`src/rtl/sdram_ctrl_pkg.sv`:
```
package sdram_ctrl_pkg;
  // {cs_n, ras_n, cas_n, we_n}
  localparam logic [3:0] CMD_DESEL = 4'b1111;
  localparam logic [3:0] CMD_NOP   = 4'b0111;
  localparam logic [3:0] CMD_ACT   = 4'b0011;
  localparam logic [3:0] CMD_RD    = 4'b0101;
  localparam logic [3:0] CMD_WR    = 4'b0100;
  localparam logic [3:0] CMD_PRE   = 4'b0010;
  localparam logic [3:0] CMD_REF   = 4'b0001;
  localparam logic [3:0] CMD_MODE  = 4'b0000;

  typedef enum logic [3:0] {
    ST_PWRUP, ST_IREF1, ST_IREF2, ST_IMODE, ST_IEND,
    ST_IDLE, ST_ACT, ST_COL, ST_REF
  } ctrl_state_t;

  function automatic int imax(input int a, input int b);
    return (a > b) ? a : b;
  endfunction

  function automatic logic [2:0] burst_code(input int len);
    case (len)
      2:       return 3'd1;
      4:       return 3'd2;
      8:       return 3'd3;
      default: return 3'd0;
    endcase
  endfunction
endpackage

```
`src/rtl/sdram_refresh_timer.sv`:
```
module sdram_refresh_timer #(
  parameter int REFI = 1562
) (
  input  logic clk,
  input  logic rst_n,
  input  logic run,
  input  logic ack,
  output logic pending
);
  localparam int CW = $clog2(REFI + 1);
  localparam logic [CW-1:0] RELOAD = CW'(REFI - 1);

  logic [CW-1:0] cnt_q;
  logic          expire;

  assign expire = run && (cnt_q == '0);

  always_ff @(posedge clk) begin
    if (!rst_n) begin
      cnt_q   <= RELOAD;
      pending <= 1'b0;
    end else begin
      if (!run || expire) cnt_q <= RELOAD;
      else                cnt_q <= cnt_q - 1'b1;
      pending <= expire | (pending & ~ack);
    end
  end
endmodule

```
`src/rtl/sdram_bank_track.sv`:
```
module sdram_bank_track #(
  parameter int BANK_W = 2,
  parameter int ROW_W  = 12
) (
  input  logic              clk,
  input  logic              rst_n,
  input  logic              act,
  input  logic              pre_one,
  input  logic              pre_all,
  input  logic              close,
  input  logic [BANK_W-1:0] ba,
  input  logic [ROW_W-1:0]  row,
  output logic              any_open,
  output logic              cur_open,
  output logic              cur_hit
);
  localparam int NBANK = 1 << BANK_W;

  logic [NBANK-1:0] open_q;
  logic [ROW_W-1:0] row_q [NBANK];

  for (genvar b = 0; b < NBANK; b++) begin : g_bank
    always_ff @(posedge clk) begin
      if (!rst_n) begin
        open_q[b] <= 1'b0;
        row_q[b]  <= '0;
      end else if (pre_all) begin
        open_q[b] <= 1'b0;
      end else if (ba == BANK_W'(b)) begin
        if (act) begin
          open_q[b] <= 1'b1;
          row_q[b]  <= row;
        end else if (pre_one || close) begin
          open_q[b] <= 1'b0;
        end
      end
    end
  end

  assign any_open = |open_q;
  assign cur_open = open_q[ba];
  assign cur_hit  = open_q[ba] && (row_q[ba] == row);
endmodule

```
`src/rtl/sdram_rd_pipe.sv`:
```
module sdram_rd_pipe #(
  parameter int LAT = 3
) (
  input  logic clk,
  input  logic rst_n,
  input  logic issue,
  output logic strobe
);
  logic [LAT:0] pipe_q;

  always_ff @(posedge clk) begin
    if (!rst_n) pipe_q[0] <= 1'b0;
    else        pipe_q[0] <= issue;
  end

  for (genvar i = 1; i <= LAT; i++) begin : g_stage
    always_ff @(posedge clk) begin
      if (!rst_n) pipe_q[i] <= 1'b0;
      else        pipe_q[i] <= pipe_q[i-1];
    end
  end

  assign strobe = pipe_q[LAT];
endmodule

```
`src/rtl/sdram_cmd_ctrl.sv`:
```
module sdram_cmd_ctrl
  import sdram_ctrl_pkg::*;
#(
  parameter int BANK_W    = 2,
  parameter int ROW_W     = 12,
  parameter int COL_W     = 10,
  parameter int AP_BIT    = 10,
  parameter int CAS_LAT   = 3,
  parameter int BURST_LEN = 4,
  parameter int T_RCD     = 2,
  parameter int T_RP      = 2,
  parameter int T_RC      = 7,
  parameter int T_MRD     = 2,
  parameter int INIT_CYC  = 20000,
  parameter int REFI      = 1562
) (
  input  logic              clk,
  input  logic              rst_n,
  input  logic              req_valid,
  output logic              req_ready,
  input  logic              req_write,
  input  logic              req_autopre,
  input  logic              req_mask,
  input  logic [BANK_W-1:0] req_bank,
  input  logic [ROW_W-1:0]  req_row,
  input  logic [COL_W-1:0]  req_col,
  output logic              rd_valid,
  output logic              init_done,
  output logic              sd_cs_n,
  output logic              sd_ras_n,
  output logic              sd_cas_n,
  output logic              sd_we_n,
  output logic [BANK_W-1:0] sd_ba,
  output logic [ROW_W-1:0]  sd_addr,
  output logic              sd_dqm
);
  localparam int COL_GAP  = BURST_LEN + T_RP;
  localparam int WAIT_MAX = imax(imax(INIT_CYC, T_RC),
                                 imax(COL_GAP, imax(T_RCD, imax(T_RP, T_MRD))));
  localparam int WAIT_W   = $clog2(WAIT_MAX + 1);
  localparam logic [ROW_W-1:0] MODE_WORD =
    ROW_W'({3'(CAS_LAT), 1'b0, burst_code(BURST_LEN)});

  ctrl_state_t state_q, state_d;
  logic [WAIT_W-1:0] wait_q, wait_d;
  logic [3:0]        cmd_q, cmd_d;
  logic [BANK_W-1:0] ba_q, ba_d;
  logic [ROW_W-1:0]  addr_q, addr_d;
  logic              dqm_q, dqm_d;
  logic              init_q, init_set;

  logic [BANK_W-1:0] lat_bank_q;
  logic [ROW_W-1:0]  lat_row_q;
  logic [COL_W-1:0]  lat_col_q;
  logic              lat_write_q, lat_ap_q, lat_mask_q;

  logic [BANK_W-1:0] cur_bank;
  logic [ROW_W-1:0]  cur_row;
  logic [COL_W-1:0]  cur_col;
  logic              cur_write, cur_ap, cur_mask;

  logic accept, ref_ack, ref_pending;
  logic trk_act, trk_pre_one, trk_pre_all, trk_close;
  logic any_open, cur_open, cur_hit;

  // Request fields come straight from the port while idle, else from the latch
  always_comb begin
    if (state_q == ST_IDLE) begin
      cur_bank  = req_bank;    cur_row = req_row;     cur_col  = req_col;
      cur_write = req_write;   cur_ap  = req_autopre; cur_mask = req_mask;
    end else begin
      cur_bank  = lat_bank_q;  cur_row = lat_row_q;   cur_col  = lat_col_q;
      cur_write = lat_write_q; cur_ap  = lat_ap_q;    cur_mask = lat_mask_q;
    end
  end

  sdram_refresh_timer #(.REFI(REFI)) u_refresh (
    .clk(clk), .rst_n(rst_n), .run(init_q), .ack(ref_ack), .pending(ref_pending)
  );

  sdram_bank_track #(.BANK_W(BANK_W), .ROW_W(ROW_W)) u_banks (
    .clk(clk), .rst_n(rst_n), .act(trk_act), .pre_one(trk_pre_one),
    .pre_all(trk_pre_all), .close(trk_close), .ba(cur_bank), .row(cur_row),
    .any_open(any_open), .cur_open(cur_open), .cur_hit(cur_hit)
  );

  sdram_rd_pipe #(.LAT(CAS_LAT)) u_rdpipe (
    .clk(clk), .rst_n(rst_n), .issue(cmd_d == CMD_RD), .strobe(rd_valid)
  );

  assign req_ready = init_q && (state_q == ST_IDLE) && (wait_q == '0) && !ref_pending;

  always_comb begin
    state_d     = state_q;
    wait_d      = (wait_q != '0) ? wait_q - 1'b1 : '0;
    cmd_d       = CMD_NOP;
    ba_d        = '0;
    addr_d      = '0;
    dqm_d       = 1'b0;
    accept      = 1'b0;
    ref_ack     = 1'b0;
    init_set    = 1'b0;
    trk_act     = 1'b0;
    trk_pre_one = 1'b0;
    trk_pre_all = 1'b0;
    trk_close   = 1'b0;
    if (wait_q == '0) begin
      unique case (state_q)
        ST_PWRUP: begin
          cmd_d = CMD_PRE; addr_d[AP_BIT] = 1'b1; trk_pre_all = 1'b1;
          state_d = ST_IREF1; wait_d = WAIT_W'(T_RP - 1);
        end
        ST_IREF1: begin
          cmd_d = CMD_REF; state_d = ST_IREF2; wait_d = WAIT_W'(T_RC - 1);
        end
        ST_IREF2: begin
          cmd_d = CMD_REF; state_d = ST_IMODE; wait_d = WAIT_W'(T_RC - 1);
        end
        ST_IMODE: begin
          cmd_d = CMD_MODE; addr_d = MODE_WORD;
          state_d = ST_IEND; wait_d = WAIT_W'(T_MRD - 1);
        end
        ST_IEND: begin
          init_set = 1'b1; state_d = ST_IDLE;
        end
        ST_IDLE: begin
          if (ref_pending) begin
            if (any_open) begin
              cmd_d = CMD_PRE; addr_d[AP_BIT] = 1'b1; trk_pre_all = 1'b1;
              state_d = ST_REF; wait_d = WAIT_W'(T_RP - 1);
            end else begin
              cmd_d = CMD_REF; ref_ack = 1'b1; wait_d = WAIT_W'(T_RC - 1);
            end
          end else if (req_valid && init_q) begin
            accept = 1'b1;
            if (cur_hit) begin
              cmd_d = cur_write ? CMD_WR : CMD_RD;
              ba_d = cur_bank;
              addr_d[COL_W-1:0] = cur_col;
              addr_d[AP_BIT] = cur_ap;
              dqm_d = cur_write & cur_mask;
              trk_close = cur_ap;
              wait_d = WAIT_W'(COL_GAP - 1);
            end else if (cur_open) begin
              cmd_d = CMD_PRE; ba_d = cur_bank; trk_pre_one = 1'b1;
              state_d = ST_ACT; wait_d = WAIT_W'(T_RP - 1);
            end else begin
              cmd_d = CMD_ACT; ba_d = cur_bank; addr_d = cur_row; trk_act = 1'b1;
              state_d = ST_COL; wait_d = WAIT_W'(T_RCD - 1);
            end
          end
        end
        ST_ACT: begin
          cmd_d = CMD_ACT; ba_d = cur_bank; addr_d = cur_row; trk_act = 1'b1;
          state_d = ST_COL; wait_d = WAIT_W'(T_RCD - 1);
        end
        ST_COL: begin
          cmd_d = cur_write ? CMD_WR : CMD_RD;
          ba_d = cur_bank;
          addr_d[COL_W-1:0] = cur_col;
          addr_d[AP_BIT] = cur_ap;
          dqm_d = cur_write & cur_mask;
          trk_close = cur_ap;
          state_d = ST_IDLE; wait_d = WAIT_W'(COL_GAP - 1);
        end
        ST_REF: begin
          cmd_d = CMD_REF; ref_ack = 1'b1;
          state_d = ST_IDLE; wait_d = WAIT_W'(T_RC - 1);
        end
        default: state_d = ST_PWRUP;
      endcase
    end
  end

  always_ff @(posedge clk) begin
    if (!rst_n) begin
      state_q <= ST_PWRUP;
      wait_q  <= WAIT_W'(INIT_CYC - 1);
      cmd_q   <= CMD_DESEL;
      ba_q    <= '0;
      addr_q  <= '0;
      dqm_q   <= 1'b0;
      init_q  <= 1'b0;
    end else begin
      state_q <= state_d;
      wait_q  <= wait_d;
      cmd_q   <= cmd_d;
      ba_q    <= ba_d;
      addr_q  <= addr_d;
      dqm_q   <= dqm_d;
      if (init_set) init_q <= 1'b1;
    end
  end

  always_ff @(posedge clk) begin
    if (!rst_n) begin
      lat_bank_q <= '0; lat_row_q <= '0; lat_col_q <= '0;
      lat_write_q <= 1'b0; lat_ap_q <= 1'b0; lat_mask_q <= 1'b0;
    end else if (accept) begin
      lat_bank_q <= req_bank; lat_row_q <= req_row; lat_col_q <= req_col;
      lat_write_q <= req_write; lat_ap_q <= req_autopre; lat_mask_q <= req_mask;
    end
  end

  assign {sd_cs_n, sd_ras_n, sd_cas_n, sd_we_n} = cmd_q;
  assign sd_ba     = ba_q;
  assign sd_addr   = addr_q;
  assign sd_dqm    = dqm_q;
  assign init_done = init_q;
endmodule

```
`config.mk`:
```
export PLATFORM = sky130hd
export DESIGN_NAME = sdram_cmd_ctrl
export DESIGN_NICKNAME = d
export VERILOG_FILES = /design/src/rtl/sdram_ctrl_pkg.sv /design/src/rtl/sdram_refresh_timer.sv /design/src/rtl/sdram_bank_track.sv /design/src/rtl/sdram_rd_pipe.sv /design/src/rtl/sdram_cmd_ctrl.sv
export SDC_FILE = /design/constraint.sdc
export NUM_CORES = 1
export LEC_CHECK = 0
export ABC_AREA = 1
export CORE_UTILIZATION = 30
export CTS_CLUSTER_SIZE = 8
export DETAILED_ROUTE_END_ITERATION = 8
export PLACE_DENSITY = 0.46
export SETUP_SLACK_MARGIN = 0.2
export SYNTH_ARGS = -nofsm -noshare
export SYNTH_HDL_FRONTEND = slang
export SYNTH_SLANG_ARGS = --single-unit
```
`constraint.sdc`:
```
create_clock -name clk -period 6.7 [get_ports clk]
set_input_delay 1.34 -clock clk [delete_from_list [all_inputs] [get_ports clk]]
set_output_delay 1.34 -clock clk [all_outputs]
set_load 0.1 [all_outputs]
```
==> reports/qor.yml, run 1 <==
outcome:
  status: "completed"
placement:
  io_buffers: 51
  gp_congestion: 0.8545
  dpl.hpwl_um: 12670
  pre_cts_ws_ns: 1.936
  dp.cells: 1145
floorplan:
  design.core.area_um2: 21150
  fp.dieW_um: 149.2
  rows: 53
  dieHeight_um: 149.2
  pin_count: 52
  dieArea_um2: 22260
  initial_core_util_pct: 30.73
clock_tree:
  cts_resized: 0
  cts.path.max_buffers: 2
  clkSinkCount: 134
  cts_root_buffer: "clkbuf_16"
  clkTransAtPathRegs_ns: 0.06
  cts_hold_buffers: 0
  cts-htree-levels: 4
  cts_tree: "built"
  post_cts_buffers: 0
  cts_buffers: 17
  clk_latency_ns: 0.43
final_layout:
  finish.utilization_pct: 37.17
  antenna_cells: 0
  num-fill-cells: 2195
  syn_to_final_growth_pct: 20.96
  drive_gt1_share_pct: 8.426
  fin_nets: 921
  finalNonFillerCells: 1177
yosys:
  synthesis.area_um2: 6500
  synthesis.nets: 874
  ys_ff_latch: 134
  yosysWarnings: 0
  synthFlopType: "dfxtp_1"
  synthCells: 842
  seq_area_frac_synth_pct: 48.66
  synth_area_per_cell_um2: 7.720
  synth_edf_count: 48
  synth.distinct_cells: 42
  synthArstFlopShare_pct: 0
timing:
  setup_violations: 0
  setup_slack_ns: 1.625
  finClkSkew_ns: 0.01255
  period_minus_slack_ns: 5.075
  post-route-period-util_pct: 75.74
  finalSetupTns_ns: 0
  hold_viol_final: 0
  slew_violations: 0
  worstMarginPinSlew_ns: 0.9991
  rsz0062_at_grt: "no"
  slew_headroom_pct: 33.18
  fmax_mhz: 197.1
routing:
  ant_nets: 0
  wl_um: 18210
  wire_per_inst_um: 15.47
  num_vias: 5573
  dr.pass1.iters: 5
  wl_met1_um: 8709
  drt_iter0_drc: 443
  drc: 0
  viasPerCell: 4.735
  maxUsedRoutingLayer: "met4"
  wl_met2_um: 8276
  wl_met3_um: 843
worst_setup_path:
  arrival_ns: 3.73
  slowest_delay_ns: 1.18
  crit_required_ns: 5.36
  startpoint_type: "register"
  cp_slowest_cell: "clkdlybuf4s50_1"
  criticalPathCategory: "register to output pin"
  worstPathCellList: "inv_1 -> ha_1 -> nand2_1 -> nor4_1 -> nand2_1 -> nor2_2 -> inv_1 -> nor3_1 -> clkdlybuf4s50_1"
  cp-end-kind: "output pin"
  crit_fanout: 7
global_route:
  gr-total-overflow: 0
  grt_pass1_wl_um: 28590
  grt_usage_pct: 17.11
  grt_antenna_before_repair: 1
  grt_max_degree: 51
  grt_pass1_vias: 5273
power:
  p_leak_nw: 3.024
  vdd_ir_drop_max_uv: 151.1
  power_density_nw_per_um2: 243.9
run:
  cap_violations: 0
hold_path:
  hp-class: "register to register"
[layout make-up]
| type | count | area [um^2] | area share (%) |
|---|---|---|---|
| multi-input cells | 605 | 2897 | 36.84 |
| clock inverters | 10 | 102.6 | 1.305 |
| flip-flops and latches | 134 | 3163 | 40.23 |
| inverters | 77 | 289.0 | 3.676 |
| repair buffers | 54 | 528.0 | 6.715 |
| well taps | 275 | 344.1 | 4.376 |
| clock buffers | 22 | 539.3 | 6.859 |
[logic make-up after synthesis]
group | count (synthesis) | synth area share [%]
AOI/OAI and AO/OA | 122 | 11.03
DFF | 134 | 48.66
xor gates and xnor gates | 14 | 1.886
and+or+nand+nor | 467 | 31.26
buffers and inverters | 103 | 6.776
adders and majority gates | 2 | 0.3849
[Yosys cell counts, types with 5 or more instances]
master | number | area [um^2]
a211oi_1 | 6 | 45.04
a21oi_1 | 39 | 195.2
buf_2 | 7 | 35.03
buf_6 | 6 | 67.56
clkbuf_1 | 13 | 48.80
dfxtp_1 | 86 | 1722
edfxtp_1 | 48 | 1441
inv_1 | 71 | 266.5
inv_2 | 5 | 18.77
nand2_1 | 245 | 919.6
nand3_1 | 36 | 180.2
nand3_2 | 5 | 50.05
nor2_1 | 135 | 506.7
nor3_1 | 7 | 35.03
nor4_1 | 10 | 62.56
o21ai_0 | 42 | 210.2
o21ai_1 | 13 | 65.06
xnor2_1 | 7 | 61.31
xor2_1 | 7 | 61.31
[flip-flops by register name, summed over array words and instances (netlist names)]
name               cells
sd_addr               12
u_banks.open_q         4
u_banks.row_q         48
lat_write_q            1
lat_row_q             12
wait_q                15
lat_bank_q             2
u_refresh.pending      1
init_done              1
lat_col_q             10
u_refresh.cnt_q       11
u_rdpipe.strobe        1
u_rdpipe.pipe_q        3
lat_mask_q             1
state_q                4
sd_ba                  2
cmd_q                  4
lat_ap_q               1
sd_dqm                 1
[report_power, final]
group          switching [W]  internal (W)
Clock               0.000382      0.000615
Sequential        0.00000453      0.000856
Combinational      0.0000352     0.0000254
[per-layer routing]
layer	up-vias	track usage [%]
li1	2839	-
met1	2587	23.58
met2	126	26.02
met3	21	3.028
met4	0	7.551
met5	-	0
[metrics by stage]
stage,total power [W],instance area (um^2),hold WS [ns]
6_report,0.001918,7863,0.3929
5_1_grt,0.001977,7863,0.4154
4_1_cts,0.001941,7863,0.3968
3_5_place_dp,0.0009396,7221,0.3813
3_3_place_gp,0.0009397,7221,0.3751
2_1_floorplan,0.0009093,6500,0.3663
[critical path, delay by kind of cell (launching register included)]
kind,cells,cell delay (ns)
adders and majority gates,1,0.18
buffers and inverters,3,1.54
DFF,1,0.31
and+or+nand+nor,5,1.27
[final timing paths]
kind              slack, ns               start  cells after the start                   to
setup / recovery       1.63           wait_q[0]                      9            req_ready
hold / removal         0.39  u_refresh.cnt_q[0]                      1   u_refresh.cnt_q[0]
setup reg to reg       2.70          state_q[2]                     14  u_banks.row_q[3][7]
hold reg to reg        0.39  u_refresh.cnt_q[0]                      1   u_refresh.cnt_q[0]
[cells in the final DEF, fill, tap and decap left out, types with 4 or more instances in the layout]
master,instances
clkbuf_16,21
a211oi_1,6
nor3_1,7
inv_2,5
xnor2_1,7
dfxtp_1,86
edfxtp_1,48
nor2_1,135
nand2_1,245
a21oi_1,39
nand3b_1,4
clkdlybuf4s50_1,50
o211ai_1,4
inv_1,71
or2_2,4
nand3_2,5
o21ai_2,4
nor4_1,10
o21ai_1,13
nand3_1,36
nand2_2,4
o21ai_0,42
nor2_4,4
xor2_1,7
No activity file was read; power rests on OpenSTA's default activity.
==> run 2: changes to the inputs <==
Settings changed: PLACE_DENSITY 0.46 to 0.47.
Clock period 6.7 ns to 4.4 ns, I/O delays scaled along.
==> reports/qor.yml, run 2 (same netlist as run 1, synthesis figures left out) <==
worst_setup_path:
  cp-end-kind: "output pin"
  arrival_ns: 2.86
  crit_required_ns: 3.52
  criticalPathCategory: "register to output pin"
  startpoint_type: "register"
  reg2reg_setup_slack_ns: 0.87
  crit_fanout: 7
floorplan:
  fp.dieW_um: 149.2
  rows: 53
  dieHeight_um: 149.2
  design.core.area_um2: 21150
  pin_count: 52
  initial_core_util_pct: 30.73
  dieArea_um2: 22260
hold_path:
  hp-class: "register to register"
timing:
  slew_headroom_pct: 33.63
  setup_violations: 0
  finClkSkew_ns: 0.007706
  finalSetupTns_ns: 0
  hold_viol_final: 0
  slew_violations: 0
  period_minus_slack_ns: 3.738
  fmax_mhz: 267.5
  worst_hold_slack_ns: 0.3916
  worstMarginPinSlew_ns: 0.9924
  setup_slack_ns: 0.6619
  post-route-period-util_pct: 84.96
  rsz0062_at_grt: "no"
clock_tree:
  cts.path.max_buffers: 2
  post_cts_buffers: 0
  clk_latency_ns: 0.42
  clkSinkCount: 134
  cts_tree: "built"
  cts_hold_buffers: 0
  clkTransAtPathRegs_ns: 0.06
  cts_buffers: 17
  cts_root_buffer: "clkbuf_16"
  cts_resized: 0
  cts-htree-levels: 4
routing:
  wl_met1_um: 8803
  num_vias: 5588
  drt_iter0_drc: 429
  ant_nets: 0
  dr.pass1.iters: 5
  wl_met2_um: 8914
  wl_met3_um: 645
  drc: 0
  wire_per_inst_um: 15.71
  wl_um: 18620
  viasPerCell: 4.716
  maxUsedRoutingLayer: "met4"
placement:
  dpl.hpwl_um: 13550
  io_buffers: 51
  dp.cells: 1153
  pre_cts_ws_ns: 0.5098
  gp_congestion: 0.8407
power:
  power_density_nw_per_um2: 353.1
  p_leak_nw: 3.027
  vdd_ir_drop_max_uv: 239.9
outcome:
  status: "completed"
global_route:
  grt_usage_pct: 17.37
  grt_pass1_vias: 5195
  grt_max_degree: 48
  gr-total-overflow: 0
  grt_antenna_before_repair: 0
  grt_pass1_wl_um: 28880
final_layout:
  top_register: "u_banks.row_q"
  largest_reg_flops: 48
  finalNonFillerCells: 1185
  final_cell_mix: "245 x nand2_1, 135 x nor2_1, 86 x dfxtp_1, 71 x inv_1, 49 x clkdlybuf4s50_1"
  largest_registers: "u_banks.row_q x48, wait_q x15"
  syn_to_final_growth_pct: 20.69
  fin_nets: 929
  final_common_cell: "nand2_1"
  drive_gt1_share_pct: 9.231
  antenna_cells: 0
run:
  cap_violations: 0
## run 2: cell types whose count changed in the layout (fill, tap and decap cells not counted), sizes merged
cell	delta
buf	+9
clkdlybuf4s50	-1
clkinv	-1
clkinvlp	+1
## run 2: path summary, 6_finish.rpt
| kind | cells past startpoint | start | to |
|---|---|---|---|
| worst max-delay path | 9 | wait_q[0] | req_ready |
| worst min-delay path | 1 | u_refresh.cnt_q[0] | u_refresh.cnt_q[0] |
| worst max register to register | 15 | state_q[0] | u_banks.row_q[3][1] |
| worst min register to register | 1 | u_refresh.cnt_q[0] | u_refresh.cnt_q[0] |
## run 2: report_power, final
part | internal [W] | leakage, nW | switching, W
sequential | 0.00130 | 1.16 | 0.0000103
combinational | 0.0000393 | 1.59 | 0.0000538
clock | 0.000811 | 0.271 | 0.000552
total | 0.00215 | 3.03 | 0.000616
## run 2: cell type report
cell class / instances / area [um^2]
clock inverter: 10 / 96.34
clock buffer: 22 / 465.4
timing repair buffer: 62 / 585.6
tap: 275 / 344.1
multi-input combinational: 605 / 2902
inverter: 77 / 289.0
sequential: 134 / 3163
fill: 2223 / 13310
## run 2: routing by layer
metal  vias up  track usage (%)
met5         -                0
met4         0            5.408
met3        13            3.272
met2       101            28.00
met1      2614            23.36
li1       2860                -
## run 2: worst max-delay path, stage by stage (launching register included)
cell,delay (ns)
dfxtp_1,0.31
inv_1,0.08
ha_1,0.20
nand2_1,0.17
nor4_1,0.42
nand2_1,0.15
nor2_2,0.30
inv_1,0.30
nor3_2,0.19
buf_4,0.32
## run 2: metrics by stage
stage | utilization (%) | cell area (um^2) | power, W
6_report | 37.09 | 7845 | 0.002770
5_1_grt | 37.09 | 7845 | 0.002862
4_1_cts | 37.09 | 7845 | 0.002801
3_5_place_dp | 34.43 | 7283 | 0.001435
3_3_place_gp | 34.43 | 7283 | 0.001434
2_1_floorplan | - | 6505 | 0.001385
==> run 3: changes to the inputs <==
Settings changed: PLACE_DENSITY 0.47 to 0.46.
Clock period 4.4 ns to 3.75 ns, I/O delays scaled along.
==> reports/qor.yml, run 3 (same netlist as run 1, synthesis figures left out) <==
floorplan:
  fp.dieW_um: 149.2
  rows: 53
  initial_core_util_pct: 30.73
  design.core.area_um2: 21150
  dieHeight_um: 149.2
  dieArea_um2: 22260
  pin_count: 52
global_route:
  grt_usage_pct: 18.20
  use_met3_pct: 5.076
  grt_pass1_wl_um: 30190
  use_met1_pct: 23.73
  gr-total-overflow: 0
  grt_antenna_before_repair: 0
  busiest_layer: "met2"
  grt_pass1_vias: 5518
  met2_usage_pct: 29.58
  grt_max_degree: 48
routing:
  drt_iter0_drc: 371
  dr.pass1.iters: 5
  num_vias: 5641
  ant_nets: 0
  drc: 0
  viasPerCell: 4.701
  wire_per_inst_um: 15.79
  wl_um: 18940
clock_tree:
  cts.path.max_buffers: 2
  clk_latency_ns: 0.42
  clkTransAtPathRegs_ns: 0.06
  cts-htree-levels: 4
  cts_tree: "built"
  cts_hold_buffers: 0
  clkSinkCount: 134
  cts_buffers: 17
  cts_root_buffer: "clkbuf_16"
timing:
  slew_headroom_pct: 34.30
  rsz0062_at_grt: "yes"
  worstMarginPinSlew_ns: 0.9825
  slew_violations: 0
  setup_violations: 0
  period_minus_slack_ns: 3.316
  finClkSkew_ns: 0.01020
  post-route-period-util_pct: 88.43
  setup_slack_ns: 0.4338
  finalSetupTns_ns: 0
  fmax_mhz: 301.5
  hold_viol_final: 0
worst_setup_path:
  cp-end-kind: "output pin"
  crit_required_ns: 3.00
  criticalPathCategory: "register to output pin"
  arrival_ns: 2.57
  reg2reg_setup_slack_ns: 0.54
  startpoint: "wait_q[0]"
  startpoint_type: "register"
  rr_startpoint: "state_q[0]"
  crit_fanout: 6
final_layout:
  final_common_cell: "nand2_1"
  fin_nets: 944
  finish.utilization_pct: 37.71
  antenna_cells: 0
  drive_gt1_share_pct: 10.92
  largest_reg_flops: 48
  regArea_um2: 3163
  top_register: "u_banks.row_q"
  multi_input_area_um2: 2922
  num-fill-cells: 2221
  finalNonFillerCells: 1200
  largest_registers: "u_banks.row_q x48, wait_q x15"
  syn_to_final_growth_pct: 22.73
  final_cell_mix: "245 x nand2_1, 135 x nor2_1, 86 x dfxtp_1, 70 x inv_1, 49 x clkdlybuf4s50_1"
placement:
  io_buffers: 51
  dpl.hpwl_um: 13490
  gp_congestion: 0.8575
  pre_cts_ws_ns: 0.1800
  dp.cells: 1167
power:
  power_density_nw_per_um2: 402.0
  internal-power_w: 0.002466
  p_switching_w: 0.0007410
  pwr-share-clk_pct: 48.6
  vdd_ir_drop_max_uv: 285.9
  p_total_w: 0.003207
  p_leak_nw: 3.086
  p_sw_share_pct: 23.10
  pwr-share-comb_pct: 3.5
  seqPwrFrac_pct: 47.9
hold_path:
  holdCritStartpoint: "u_refresh.cnt_q[0]"
  hp-class: "register to register"
run:
  cap_violations: 0
outcome:
  status: "completed"
-- run 3: cell types whose count changed in the layout (fill, tap and decap cells not counted), sizes merged --
cell	before	now
buf	13	28
bufinv	1	0
clkbuf	22	19
inv	79	81
clkinvlp	3	2
clkinv	4	7
-- run 3: area by class of cell --
cell class | count | area share (%)
sequential | 134 | 39.65
multi-input combinational | 605 | 36.62
timing repair buffer | 77 | 8.908
clock buffer | 19 | 5.693
tap | 275 | 4.313
inverter | 77 | 3.670
clock inverter | 13 | 1.145
-- run 3: metrics by stage --
| stage | area, um^2 | hold slack [ns] |
|---|---|---|
| after detailed placement | 7401 | 0.3805 |
| after global placement | 7401 | 0.3749 |
| after CTS | 7953 | 0.3956 |
| after global routing | 7978 | 0.4128 |
| final | 7978 | 0.3904 |
| after floorplan | 6505 | 0.3663 |
-- run 3: final timing paths --
kind | to | depth (start not counted)
worst min-delay path | u_refresh.cnt_q[0] | 1
worst max register to register | u_banks.open_q[1] | 19
worst min register to register | u_refresh.cnt_q[0] | 1
worst max-delay path | req_ready | 9
-- run 3: per-layer routing --
metal | part of all wire [%] | vias to the layer above
li1 | - | 2877
met1 | 47 | 2651
met2 | 47 | 105
met3 | 4.9 | 8
met4 | 0.79 | 0
met5 | 0 | -
-- run 3: power by group through the flow --
stage                     clock network, W  registers, W  logic (W)
after global routing               0.00166       0.00154   0.000127
after floorplan                          0       0.00157  0.0000541
final                              0.00156       0.00154   0.000113
after detailed placement                 0       0.00157   0.000115
after CTS                          0.00159       0.00154   0.000115
after global placement                   0       0.00157   0.000114
-- run 3: worst max-delay path, stage by stage (launching register included) --
cell and delay (ns):
dfxtp_1 0.30, inv_1 0.07, ha_1 0.18, nand2_1 0.18, nor4_2 0.33, nand2_1 0.16
nor2_4 0.23, clkinvlp_4 0.24, nor3_2 0.24, buf_12 0.21
-- run 3: timing repair --
item / CTS / global route
setup buffers: 0 / 1
hold endpoints to repair: 0 / 0
gates resized for setup: 1 / 3
setup endpoints to repair: 1 / 5
